===== config.mk =====
export PLATFORM = sky130hd
export DESIGN_NAME = stby_gate
export DESIGN_NICKNAME = d
export VERILOG_FILES = /design/src/rtl/sbg_pkg.sv /design/src/rtl/sbg_sync.sv /design/src/rtl/sbg_edge.sv /design/src/rtl/sbg_latch.sv /design/src/rtl/stby_gate.sv
export SDC_FILE = /design/constraint.sdc
export NUM_CORES = 1
export LEC_CHECK = 0
export BUFFER_PORTS_ARGS = -buffer_cell sky130_fd_sc_hd__buf_2
export CAP_MARGIN = 25
export CORE_MARGIN = 5
export CORE_UTILIZATION = 35
export DETAILED_ROUTE_END_ITERATION = 7
export MAX_ROUTING_LAYER = met4
export PLACE_DENSITY = 0.52
export REMOVE_ABC_BUFFERS = 1
export SLEW_MARGIN = 40
export SYNTH_ARGS = -nofsm -noshare
export SYNTH_HDL_FRONTEND = slang
export SYNTH_HIERARCHICAL = 1
export SYNTH_SLANG_ARGS = --single-unit

===== constraint.sdc =====
create_clock -name clk -period 1.95 [get_ports clk]
set_input_delay 0 -clock clk [delete_from_list [all_inputs] [get_ports clk]]
set_output_delay 0 -clock clk [all_outputs]
set_load 0.005 [all_outputs]

===== src/rtl/sbg_pkg.sv =====
package sbg_pkg;
  // bit positions of the sampled strobe vector
  localparam int STB_AS = 0;
  localparam int STB_DS = 1;
  localparam int STB_WR = 2;
  localparam int STB_W  = 3;

  typedef struct packed {
    logic as_rise;
    logic ds_fall;
    logic ds_lvl;
    logic wr_lvl;
  } sbg_evt_t;
endpackage


===== src/rtl/sbg_sync.sv =====
module sbg_sync #(
  parameter int W      = 1,
  parameter int STAGES = 2
) (
  input  logic         clk,
  input  logic         rst,
  input  logic [W-1:0] d_i,
  output logic [W-1:0] q_o
);
  logic [W-1:0] stg [STAGES];

  for (genvar k = 0; k < STAGES; k++) begin : g_stage
    if (k == 0) begin : g_first
      always_ff @(posedge clk) begin
        if (rst) stg[k] <= '0;
        else     stg[k] <= d_i;
      end
    end else begin : g_next
      always_ff @(posedge clk) begin
        if (rst) stg[k] <= '0;
        else     stg[k] <= stg[k-1];
      end
    end
  end

  assign q_o = stg[STAGES-1];
endmodule


===== src/rtl/sbg_edge.sv =====
module sbg_edge #(
  parameter bit RISING = 1'b1
) (
  input  logic clk,
  input  logic rst,
  input  logic lvl_i,
  output logic edge_o
);
  logic prev_q;

  always_ff @(posedge clk) begin
    if (rst) prev_q <= 1'b0;
    else     prev_q <= lvl_i;
  end

  if (RISING) begin : g_rise
    assign edge_o = lvl_i & ~prev_q;
  end else begin : g_fall
    assign edge_o = ~lvl_i & prev_q;
  end
endmodule


===== src/rtl/sbg_latch.sv =====
module sbg_latch
  import sbg_pkg::*;
(
  input  logic     clk,
  input  logic     rst,
  input  sbg_evt_t evt_i,
  input  logic     stby_s_i,
  output logic     en_o,
  output logic     paired_o,
  output logic     wr_cyc_o
);
  logic open_q;
  logic val_q;
  logic en_q;
  logic seen_q;
  logic wr_q;

  always_ff @(posedge clk) begin
    if (rst) begin
      open_q <= 1'b1;
      val_q  <= 1'b0;
      en_q   <= 1'b0;
      seen_q <= 1'b0;
      wr_q   <= 1'b0;
    end else if (evt_i.as_rise) begin
      seen_q <= 1'b1;
      wr_q   <= evt_i.wr_lvl;
      if (open_q) begin
        open_q <= 1'b0;
        val_q  <= stby_s_i;
        en_q   <= ~stby_s_i;
      end else begin
        en_q   <= ~val_q;
      end
    end else if (evt_i.ds_fall && seen_q) begin
      seen_q <= 1'b0;
      open_q <= 1'b1;
      val_q  <= stby_s_i;
    end else if (open_q) begin
      val_q  <= stby_s_i;
    end
  end

  assign en_o     = en_q;
  assign paired_o = seen_q;
  assign wr_cyc_o = wr_q;
endmodule


===== src/rtl/stby_gate.sv =====
module stby_gate
  import sbg_pkg::*;
#(
  parameter int SYNC_STAGES = 2,
  parameter int STB_STAGES  = 1
) (
  input  logic clk,
  input  logic rst,
  input  logic as_i,
  input  logic ds_i,
  input  logic wr_i,
  input  logic stby_i,
  output logic acc_en_o,
  output logic wr_stb_o,
  output logic rd_oe_o
);
  logic [STB_W-1:0] stb_raw;
  logic [STB_W-1:0] stb_s;
  logic             stby_s;
  logic             as_rise;
  logic             ds_fall;
  logic             en;
  logic             paired;
  logic             wr_cyc;
  sbg_evt_t         evt;

  assign stb_raw[STB_AS] = as_i;
  assign stb_raw[STB_DS] = ds_i;
  assign stb_raw[STB_WR] = wr_i;

  sbg_sync #(.W(1), .STAGES(SYNC_STAGES)) u_stby_sync (
    .clk(clk), .rst(rst), .d_i(stby_i), .q_o(stby_s)
  );

  sbg_sync #(.W(STB_W), .STAGES(STB_STAGES)) u_stb_sync (
    .clk(clk), .rst(rst), .d_i(stb_raw), .q_o(stb_s)
  );

  sbg_edge #(.RISING(1'b1)) u_as_edge (
    .clk(clk), .rst(rst), .lvl_i(stb_s[STB_AS]), .edge_o(as_rise)
  );

  sbg_edge #(.RISING(1'b0)) u_ds_edge (
    .clk(clk), .rst(rst), .lvl_i(stb_s[STB_DS]), .edge_o(ds_fall)
  );

  always_comb begin
    evt.as_rise = as_rise;
    evt.ds_fall = ds_fall;
    evt.ds_lvl  = stb_s[STB_DS];
    evt.wr_lvl  = stb_s[STB_WR];
  end

  sbg_latch u_latch (
    .clk(clk), .rst(rst), .evt_i(evt), .stby_s_i(stby_s),
    .en_o(en), .paired_o(paired), .wr_cyc_o(wr_cyc)
  );

  always_ff @(posedge clk) begin
    if (rst) begin
      wr_stb_o <= 1'b0;
      rd_oe_o  <= 1'b0;
    end else begin
      wr_stb_o <= evt.ds_fall & paired & en & wr_cyc;
      rd_oe_o  <= evt.ds_lvl & paired & en & ~wr_cyc;
    end
  end

  assign acc_en_o = en;
endmodule


==> run summary <==
The flow ran to the end, and the final reports show no timing, DRC or antenna violations. The cell family contributing the most delay on the critical path is flip-flops. The logs give 2 for the detailed-router iteration count before antenna repair and 0.27 ns for the clock insertion delay at the later pin of the skew report. The logs give 0.104 for the total routing resource utilization after global routing and 1300 um^2 for the floorplan core area. After global routing the overflow that remains totals 0. The floorplan step defined a die boundary enclosing 2220 um^2. Among all stages on the critical path, the largest delay is contributed by dfxtp_1. The leakage power was 0.256 nW. The count of buffers added on input and output ports is 8.

dfxtp_1 is the most common cell in the netlist. The per-cell via count in the routed design came out at 4.58. The worst setup path is launched from a register.

The count of H-tree levels built during CTS was 1. After synthesis the netlist holds a flip-flop and latch count of 14. After legalization and detailed placement, the total HPWL measured 559 um. The xor and xnor area share after synthesis was 0.

The first global-routing pass estimated 1440 um of wire. Across the run, the number of max-cap violations was 0. The final cycle utilization of the critical path was 0.533; the synthesis-to-layout area growth was 28.1%. For the worst slew margin relative to its limit, the log shows 0.806. Subtracting the final worst setup slack from the clock period gives 1.04 ns. The tools report the post-cts resize count as 0. The area taken by flip-flops and latches is 280 um^2, and the area used by multi-input combinational logic is 198 um^2. Pin count of the biggest net entering global routing: 16.

Setup repair after global routing left no endpoint under its margin. Data on the critical path is required at its endpoint by 2.16 ns. For the hold violation total from the final report, the log shows 0.

In this run, CTS created clock tree buffers numbering 3. Gate count of the mapped netlist: 41. The floorplan has 13 rows. Worst-case clock buffer depth: 2. The class of the tightest hold or removal check is input pin to register. The pre-CTS setup slack was 0.917 ns; the power per cell area was 891 nW/um^2. The net count reported at finish was 64. Fill cells in the final layout number 134.

The run gives 0.370 as the starting density of the core. The tools report the launch instance of the worst register-to-register path as u_stb_sync/stg[0][0]. The tree is rooted in a clkbuf_4. Start-to-end type of the worst setup path: register to register. The logs give 0 for the remaining routing DRC violations and 14 for the number of distinct standard cells referenced by the synthesized netlist.

Summed over all failing endpoints, the final setup total negative slack is 0 ns. In this run, synthesis inferred 0 flip-flops with an integrated enable. Yosys attributes the largest share of cell area to dfxtp_1 (58%), mux2i_1 (8.3%), nor2b_1 (7.8%), nor2b_4 (5.7%), nand2b_1 (3.9%). Summing internal, switching and leakage power gives 0.549 mW. The transition time at the pin with the least slew margin was 0.291 ns. Share of synthesized cell area in and, or, nand and nor gates: 0.265. The number of DRC violations after detailed-routing iteration 0 is 2. Post-synthesis adder-cell area fraction: 0.

The area share of the leading cell type in the synthesized netlist works out to 0.582. Derived from the worst setup path, the maximum achievable clock frequency is 962 MHz. Total clock sinks: 14.

The critical path's largest stage delay works out to 0.34 ns. Along the worst path, the maximum fanout reaches 4. In the final routed layout, each cell accounts on average for 11.1 um.

Walking the worst path, the cells encountered are nor2b_4 > inv_2 > a31oi_2 > mux2i_1. The count of nets left with antenna violations once routing finished came out at 0. The fraction of final layout cells sized beyond drive strength 1 came out at 0.316. During synthesis, Yosys emitted a total of 6 warnings. From bottom edge to top edge, the die measures 47.1 um. The share of the synthesized area in compound gates (AO/OA/AOI/OAI) is 0.0623, and the multiplexer share of the synthesized area is 0.0831.

The synthesized netlist occupies a cell area of 482 um^2. The tools report the number of antenna violations at the first check in global routing as 0. The most used flip-flop cell after synthesis is dfxtp_1.

The max-slew violation count came out at 0. After synthesis, the largest family of logic cells by area is simple AND/OR/NAND/NOR gates. Routability-driven placement finished with a final weighted congestion of 0.687. The tools report the startpoint of the worst setup timing path as u_stb_sync/stg[0][0].

The sum of buffers and inverters on the critical path came out at 1. The startpoint identified for the worst hold timing path is rst. The via count of the routed design came out at 330. Antenna cell count: 0.

The via count of the first global-routing pass is 356, and the clock-pin slew of the registers on the worst-case setup and hold paths is 0.08 ns. The width of the die is 47.1 um. The worst setup path is captured at a register.

Summed over all layers, the routed wires come to 796 um. The critical path data arrival time came out at 1.25 ns. TritonCTS built the clock tree. The clock arrives with 0.00411 ns of skew.

Sorting the synthesized cells by how often they occur yields dfxtp_1 (14), nor2b_1 (6), mux2i_1 (4), nand2b_1 (3). The number of placed I/O pins came out at 9. Share of async-settable or async-resettable flops after synthesis: 0. The worst supply voltage drop on vdd was 0.000495 V. Largest area contributor in the netlist: dfxtp_1. The average footprint of a synthesized cell works out to 11.7 um^2. The count of final setup violators was 0.

The post-synthesis sequential area ratio is 0.582, and the final worst slack is 0.910 ns.
[power breakdown]
group / internal [mW] / switching (mW) / total (mW)
Sequential: 0.298 / 0.00845 / 0.307
Clock: 0.113 / 0.0879 / 0.201
Combinational: 0.0247 / 0.0165 / 0.0412
[kinds of logic (layout without fill, tap and decap cells)]
kind of cell / Yosys count / in the layout
compound gates: 4 / 4
buf+inv: 1 / 17
flops: 14 / 14
mux: 4 / 4
simple gates: 18 / 18
[cell usage in the layout, fill, tap and decap left out]
master	netlist	final
nor2b_1	6	6
nor2b_4	2	2
dlygate4sd3_1	0	4
nand2_1	2	2
nor3_1	1	1
a31oi_2	1	1
o21bai_1	1	1
inv_2	1	1
nand2b_1	3	3
a21oi_1	2	2
nor2_1	2	2
mux2i_1	4	4
nor2b_2	1	1
dfxtp_1	14	14
buf_2	0	8
clkbuf_4	0	3
nor4b_2	1	1
clkbuf_8	0	1
[through the flow]
stage | util | cells | area, um^2 | hold WS (ns)
final | 0.474 | 72 | 617 | 0.0757
after global routing | 0.474 | 72 | 617 | 0.0755
after CTS | 0.474 | 72 | 617 | 0.0685
after detailed placement | 0.415 | 64 | 541 | 0.219
after global placement | 0.415 | 64 | 541 | 0.211
after floorplan | - | 41 | 482 | 0.0643
[worst register-to-register path: cells and delay by family, from the launching register on]
| kind | cells | cell delay (ns) |
|---|---|---|
| buffers and inverters | 1 | 0.06 |
| AND/OR/NAND/NOR | 1 | 0.20 |
| AO/OA/AOI/OAI | 1 | 0.18 |
| flip-flops | 1 | 0.34 |
| multiplexers | 1 | 0.20 |
[final timing paths]
path / slack (ns) / endpoint / cells past startpoint
worst max-delay path: 0.91 / u_latch/val_q / 4
worst min-delay path: 0.08 / u_latch/wr_cyc_o / 2
worst max register to register: 0.91 / u_latch/val_q / 4
worst min register to register: 0.44 / u_stby_sync/stg[1] / 1
[per-layer routing]
layer / vias to the layer above / wire length, um / track usage
met5: - / 0 / -
met2: 11 / 405 / 0.176
li1: 167 / - / -
met1: 150 / 303 / 0.0856
met3: 2 / 81 / 0.0805
met4: 0 / 6 / 0.0331
[cell type report]
cell class	instances	share of cell area
Multi-Input combinational cell	26	0.320
Timing Repair Buffer	12	0.130
Tap cell	15	0.0304
Clock buffer	4	0.0588
Sequential cell	14	0.454
Inverter	1	0.00609
[registers in the layout (all words and copies together) (netlist names)]
signal            count
u_stby_sync/stg       2
u_latch/open_q        1
u_latch/en_o          1
rd_oe_o               1
u_stb_sync/stg        3
wr_stb_o              1
u_latch/wr_cyc_o      1
u_latch/paired_o      1
u_latch/val_q         1
u_as_edge/prev_q      1
u_ds_edge/prev_q      1
[what timing repair did]
action / in CTS / in global routing
buffers inserted: 0 / 0
hold endpoints to repair: 4 / 0
hold buffers: 4 / 0
Power figures use the tool's default switching activity.
